--- src/rtl/hdlc_async_rx_deframer.sv ---
`timescale 1ns/1ps
module hdlc_async_rx_deframer #(
  parameter int          LEN_W    = 12,
  parameter logic [15:0] CRC_GOOD = 16'hF0B8
) (
  input  logic             clk,
  input  logic             rst_n,
  input  logic             in_valid,
  input  logic [7:0]       in_byte,
  input  logic             carrier_ok,
  input  logic [31:0]      ctrl_map,
  input  logic [LEN_W-1:0] max_len,
  output logic             out_valid,
  output logic [7:0]       out_data,
  output logic             out_sof,
  output logic             out_end,
  output logic [2:0]       out_status,
  output logic             out_good
);
  localparam logic [7:0] FLAG = 8'h7E;
  localparam logic [7:0] ESC  = 8'h7D;
  localparam logic [7:0] IDLE = 8'hFF;
  localparam logic [7:0] XORV = 8'h20;
  localparam logic [2:0] ST_OK = 3'd0, ST_CRC = 3'd1, ST_ABORT = 3'd2,
                         ST_CARRIER = 3'd3, ST_LENGTH = 3'd4;

  function automatic logic [15:0] crc_step(input logic [15:0] c, input logic [7:0] d);
    logic [15:0] r;
    r = c ^ {8'h00, d};
    for (int i = 0; i < 8; i++) r = r[0] ? ((r >> 1) ^ 16'h8408) : (r >> 1);
    return r;
  endfunction

  logic             open_q, esc_q;
  logic [LEN_W-1:0] len_q;
  logic [15:0]      crc_q;

  wire       mapped   = (in_byte[7:5] == 3'b000) && ctrl_map[in_byte[4:0]];
  wire       take     = in_valid && (in_byte != IDLE) && !mapped;
  wire       is_flag  = in_byte == FLAG;
  wire       is_esc   = (in_byte == ESC) && !esc_q;
  wire [7:0] restored = esc_q ? (in_byte ^ XORV) : in_byte;
  wire       has_data = len_q != '0;
  wire       over     = len_q == max_len;

  assign out_good = out_end && (out_status == ST_OK);

  always_ff @(posedge clk) begin
    if (!rst_n) begin
      open_q     <= 1'b0;
      esc_q      <= 1'b0;
      len_q      <= '0;
      crc_q      <= 16'hFFFF;
      out_valid  <= 1'b0;
      out_data   <= 8'h00;
      out_sof    <= 1'b0;
      out_end    <= 1'b0;
      out_status <= ST_OK;
    end else begin
      out_valid <= 1'b0;
      out_sof   <= 1'b0;
      out_end   <= 1'b0;
      if (!carrier_ok) begin
        if (open_q && has_data) begin
          out_end    <= 1'b1;
          out_status <= ST_CARRIER;
        end
        open_q <= 1'b0;
        esc_q  <= 1'b0;
      end else if (take) begin
        if (is_flag) begin
          if (open_q && has_data) begin
            out_end    <= 1'b1;
            out_status <= esc_q ? ST_ABORT : ((crc_q == CRC_GOOD) ? ST_OK : ST_CRC);
          end
          open_q <= !(open_q && esc_q);
          esc_q  <= 1'b0;
          len_q  <= '0;
          crc_q  <= 16'hFFFF;
        end else if (open_q) begin
          if (is_esc) begin
            esc_q <= 1'b1;
          end else begin
            esc_q <= 1'b0;
            if (over) begin
              out_end    <= 1'b1;
              out_status <= ST_LENGTH;
              open_q     <= 1'b0;
            end else begin
              out_valid <= 1'b1;
              out_data  <= restored;
              out_sof   <= !has_data;
              len_q     <= len_q + 1'b1;
              crc_q     <= crc_step(crc_q, restored);
            end
          end
        end
      end
    end
  end
endmodule

--- config.mk ---
export PLATFORM = sky130hd
export DESIGN_NAME = hdlc_async_rx_deframer
export DESIGN_NICKNAME = d
export VERILOG_FILES = /design/src/rtl/hdlc_async_rx_deframer.sv
export SDC_FILE = /design/constraint.sdc
export NUM_CORES = 1
export LEC_CHECK = 0
export BUFFER_PORTS_ARGS = -buffer_cell sky130_fd_sc_hd__buf_2
export CORE_ASPECT_RATIO = 0.9
export CORE_UTILIZATION = 40
export DETAILED_ROUTE_END_ITERATION = 8
export HOLD_SLACK_MARGIN = 0.08
export PLACE_DENSITY_LB_ADDON = 0.2
export SLEW_MARGIN = 0
export SYNTH_ARGS = -nofsm -noshare
export SYNTH_HDL_FRONTEND = slang
export SYNTH_SLANG_ARGS = --single-unit
export TNS_END_PERCENT = 10
--- constraint.sdc ---
create_clock -name clk -period 5.5 [get_ports clk]
set_input_delay 0.825 -clock clk [delete_from_list [all_inputs] [get_ports clk]]
set_output_delay 0.825 -clock clk [all_outputs]
set_load 0.01 [all_outputs]
==> impl_metrics.json <==
{
  "setup_tns_ns": 0,
  "antenna_found_initial": 0,
  "fin_crit_ns": 3.309,
  "io_buffers": 70,
  "slowest_stage": "a211oi_4",
  "fin_skew_ns": 0.003950,
  "grt_pass1_wl_um": 11410,
  "gr-total-overflow": 0,
  "setup_ws_ns": 2.191,
  "r2r-start": "len_q[5]",
  "internal_power_uw": 460.1,
  "maxSlewViolCount": 0,
  "required_ns": 5.66,
  "vias": 2607,
  "critPathKind": "in -> reg",
  "slew_headroom": 0.3021,
  "end_kind": "flop",
  "synth_seq_cells": 44,
  "ir_drop_mv": 0.1097,
  "critPathArrivalTime_ns": 3.47,
  "die_w_um": 89.82,
  "r2r_slack_ns": 2.84,
  "clkLatencyLatePin_ns": 0.30,
  "remaining_drc_errors": 0,
  "synth_edf_count": 0,
  "crit_fanout": 32,
  "synthFlopType": "dfxtp_1",
  "fillers": 653,
  "ctsLongestPathBuffers": 2,
  "grt.total_usage": 0.1952,
  "synth_area_per_cell_um2": 8.439,
  "layout_commonest_cell": "buf_2",
  "place_ws_ns": 1.874,
  "holdCritPathClass": "reg -> reg",
  "worst_pin_slew_ns": 1.042,
  "avgViaCountPerCell": 5.500,
  "crit_chain": "buf_2, nor2b_1, and4b_1, a22oi_1, a211oi_4, buf_4, and3_1, o21ai_0",
  "total_leakage_power_nw": 1.377,
  "area_growth_pct": 15.41,
  "row_count": 28,
  "syn_nets": 387,
  "fmax_ghz": 0.3022,
  "p_comb_frac": 0.145,
  "cts.sinks": 44,
  "netlist_area_mm2": 0.002776,
  "start_util": 0.4171,
  "async_flop_share": 0,
  "cts_tree": "built",
  "ant_nets": 0,
  "num_antenna_cells": 0,
  "rsz0062_at_grt": "false",
  "synth.distinct_cells": 51,
  "final_cell_mix": "70 x buf_2, 44 x dfxtp_1, 26 x nand2_1, 21 x nor2_1, 20 x xor2_1",
  "hold_start": "out_data[7]",
  "cts_setup_buffers": 0,
  "outcome": "complete, no violations",
  "first_pass_iters": 4,
  "wl_per_cell_um": 14.48,
  "reg2regPathDepth": 8,
  "netlist_instances": 329,
  "grt_max_degree": 33,
  "max_stage_delay_ns": 0.72,
  "drtIter0Drc": 116,
  "routed_wl_um": 6865,
  "yosysWarnings": 0,
  "core_mm2": 0.006656,
  "cts_hold_buf": 0,
  "hold_violations": 0,
  "hold_depth": 2,
  "pwr_density_cell_mw_per_mm2": 195.2,
  "place_congestion": 0.8731,
  "grt_pass1_vias": 2346,
  "drive_above_1_share": 0.2422,
  "hpwlAfterDp_um": 5135,
  "cts_root_buf": "clkbuf_8",
  "nNetsFinal": 441,
  "final-setup-viol-count": 0,
  "p_sw_uw": 165.5,
  "cts_made_buffers": 5,
  "drv.max_cap_violation_count": 0,
  "yosysSeqAreaShare": 0.3173,
  "die_h_um": 81.04,
  "htreeDepth": 2,
  "worst_setup_path_start_kind": "primary input",
  "post_cts_resized": 0,
  "finalCritPeriodShare": 0.6016,
  "clk_pin_slew_worst_paths_ns": 0.09,
  "io_pins": 71,
  "die_area_mm2": 0.007279,
  "netSwitchingFraction": 0.2645,
  "clkPwrFrac": 0.345,
  "p_seq_frac": 0.509,
  "crit_start": "in_byte[2]"
}
synthesized netlist by cell type, drive strengths merged, types with 2 or more instances:
cell	number	area share
dfxtp	44	0.32
nand2	26	0.035
nor2	21	0.028
xor2	20	0.063
mux2i	18	0.065
xnor2	17	0.054
nor3	15	0.027
a21oi	14	0.027
clkbuf	13	0.018
nand4	13	0.029
a31oi	12	0.027
o21ai	12	0.022
buf	11	0.032
nand3	11	0.020
inv	10	0.014
and3	9	0.020
nor4	9	0.023
a22oi	7	0.019
a211oi	6	0.024
a31o	6	0.019
and2	4	0.0090
nand2b	4	0.0090
a311oi	2	0.013
a41o	2	0.0072
and4b	2	0.0072
ha	2	0.0090
nor2b	2	0.0045
nor4b	2	0.0063
o21a	2	0.0054
o221a	2	0.0081
layer usage:
| layer | GRT usage | vias to the layer above | part of all wire |
|---|---|---|---|
| met1 | 0.2629 | 1253 | 0.49 |
| met3 | 0.03277 | 7 | 0.029 |
| li1 | - | 1310 | - |
| met2 | 0.3223 | 37 | 0.48 |
| met5 | 0 | - | 0 |
| met4 | 0.05902 | 0 | 0.010 |
critical path, delay by kind of cell:
| family | cells | cell delay [ns] |
|---|---|---|
| and+or+nand+nor | 3 | 0.98 |
| buffers and inverters | 2 | 0.64 |
| AOI/OAI and AO/OA | 3 | 1.02 |
area by class of cell:
| type | count | area (µm²) | share of cell area |
|---|---|---|---|
| Sequential cell | 44 | 880.8 | 0.2749 |
| Multi-Input combinational cell | 251 | 1722 | 0.5373 |
| Timing Repair Buffer | 71 | 357.8 | 0.1117 |
| Tap cell | 90 | 112.6 | 0.03514 |
| Inverter | 10 | 37.54 | 0.01171 |
| Clock inverter | 1 | 7.507 | 0.002343 |
| Clock buffer | 7 | 86.33 | 0.02694 |
kinds of logic (layout without fill, tap and decap cells):
family | after synthesis | count (layout) | synth area share
AOI/OAI and AO/OA | 71 | 71 | 0.1897
xor gates and xnor gates | 37 | 37 | 0.1167
adders and majority gates | 2 | 2 | 0.009012
buffers and inverters | 34 | 89 | 0.06264
DFF | 44 | 44 | 0.3173
muxes | 20 | 20 | 0.07706
and+or+nand+nor | 121 | 121 | 0.2276
flip-flops by register name (all words and copies together), names as in the netlist:
register,cells
len_q,12
esc_q,1
out_status,3
crc_q,16
out_sof,1
open_q,1
out_valid,1
out_data,8
out_end,1
worst paths after layout:
path | endpoint
max | crc_q[4]
min | out_data[7]
max reg2reg | crc_q[4]
min reg2reg | out_data[7]
power by group through the flow:
stage | registers [mW] | clock network (mW) | logic (mW)
floorplan | 0.326 | 0 | 0.0601
global placement | 0.326 | 0 | 0.0900
detailed placement | 0.326 | 0 | 0.0904
CTS | 0.319 | 0.220 | 0.0908
global route | 0.319 | 0.238 | 0.0991
finish | 0.318 | 0.216 | 0.0910
through the flow:
stage | area (µm²) | power, mW | cells | hold slack (ns) | util
3_3_place_gp | 3110 | 0.4160 | 466 | 0.4352 | 0.4673
3_5_place_dp | 3110 | 0.4164 | 466 | 0.4407 | 0.4673
5_1_grt | 3204 | 0.6556 | 474 | 0.4723 | 0.4814
4_1_cts | 3204 | 0.6293 | 474 | 0.4566 | 0.4814
6_report | 3204 | 0.6255 | 474 | 0.4512 | 0.4814
2_1_floorplan | 2776 | 0.3861 | 329 | 0.4726 | -
Note: power is estimated with default switching activity, not from simulation.
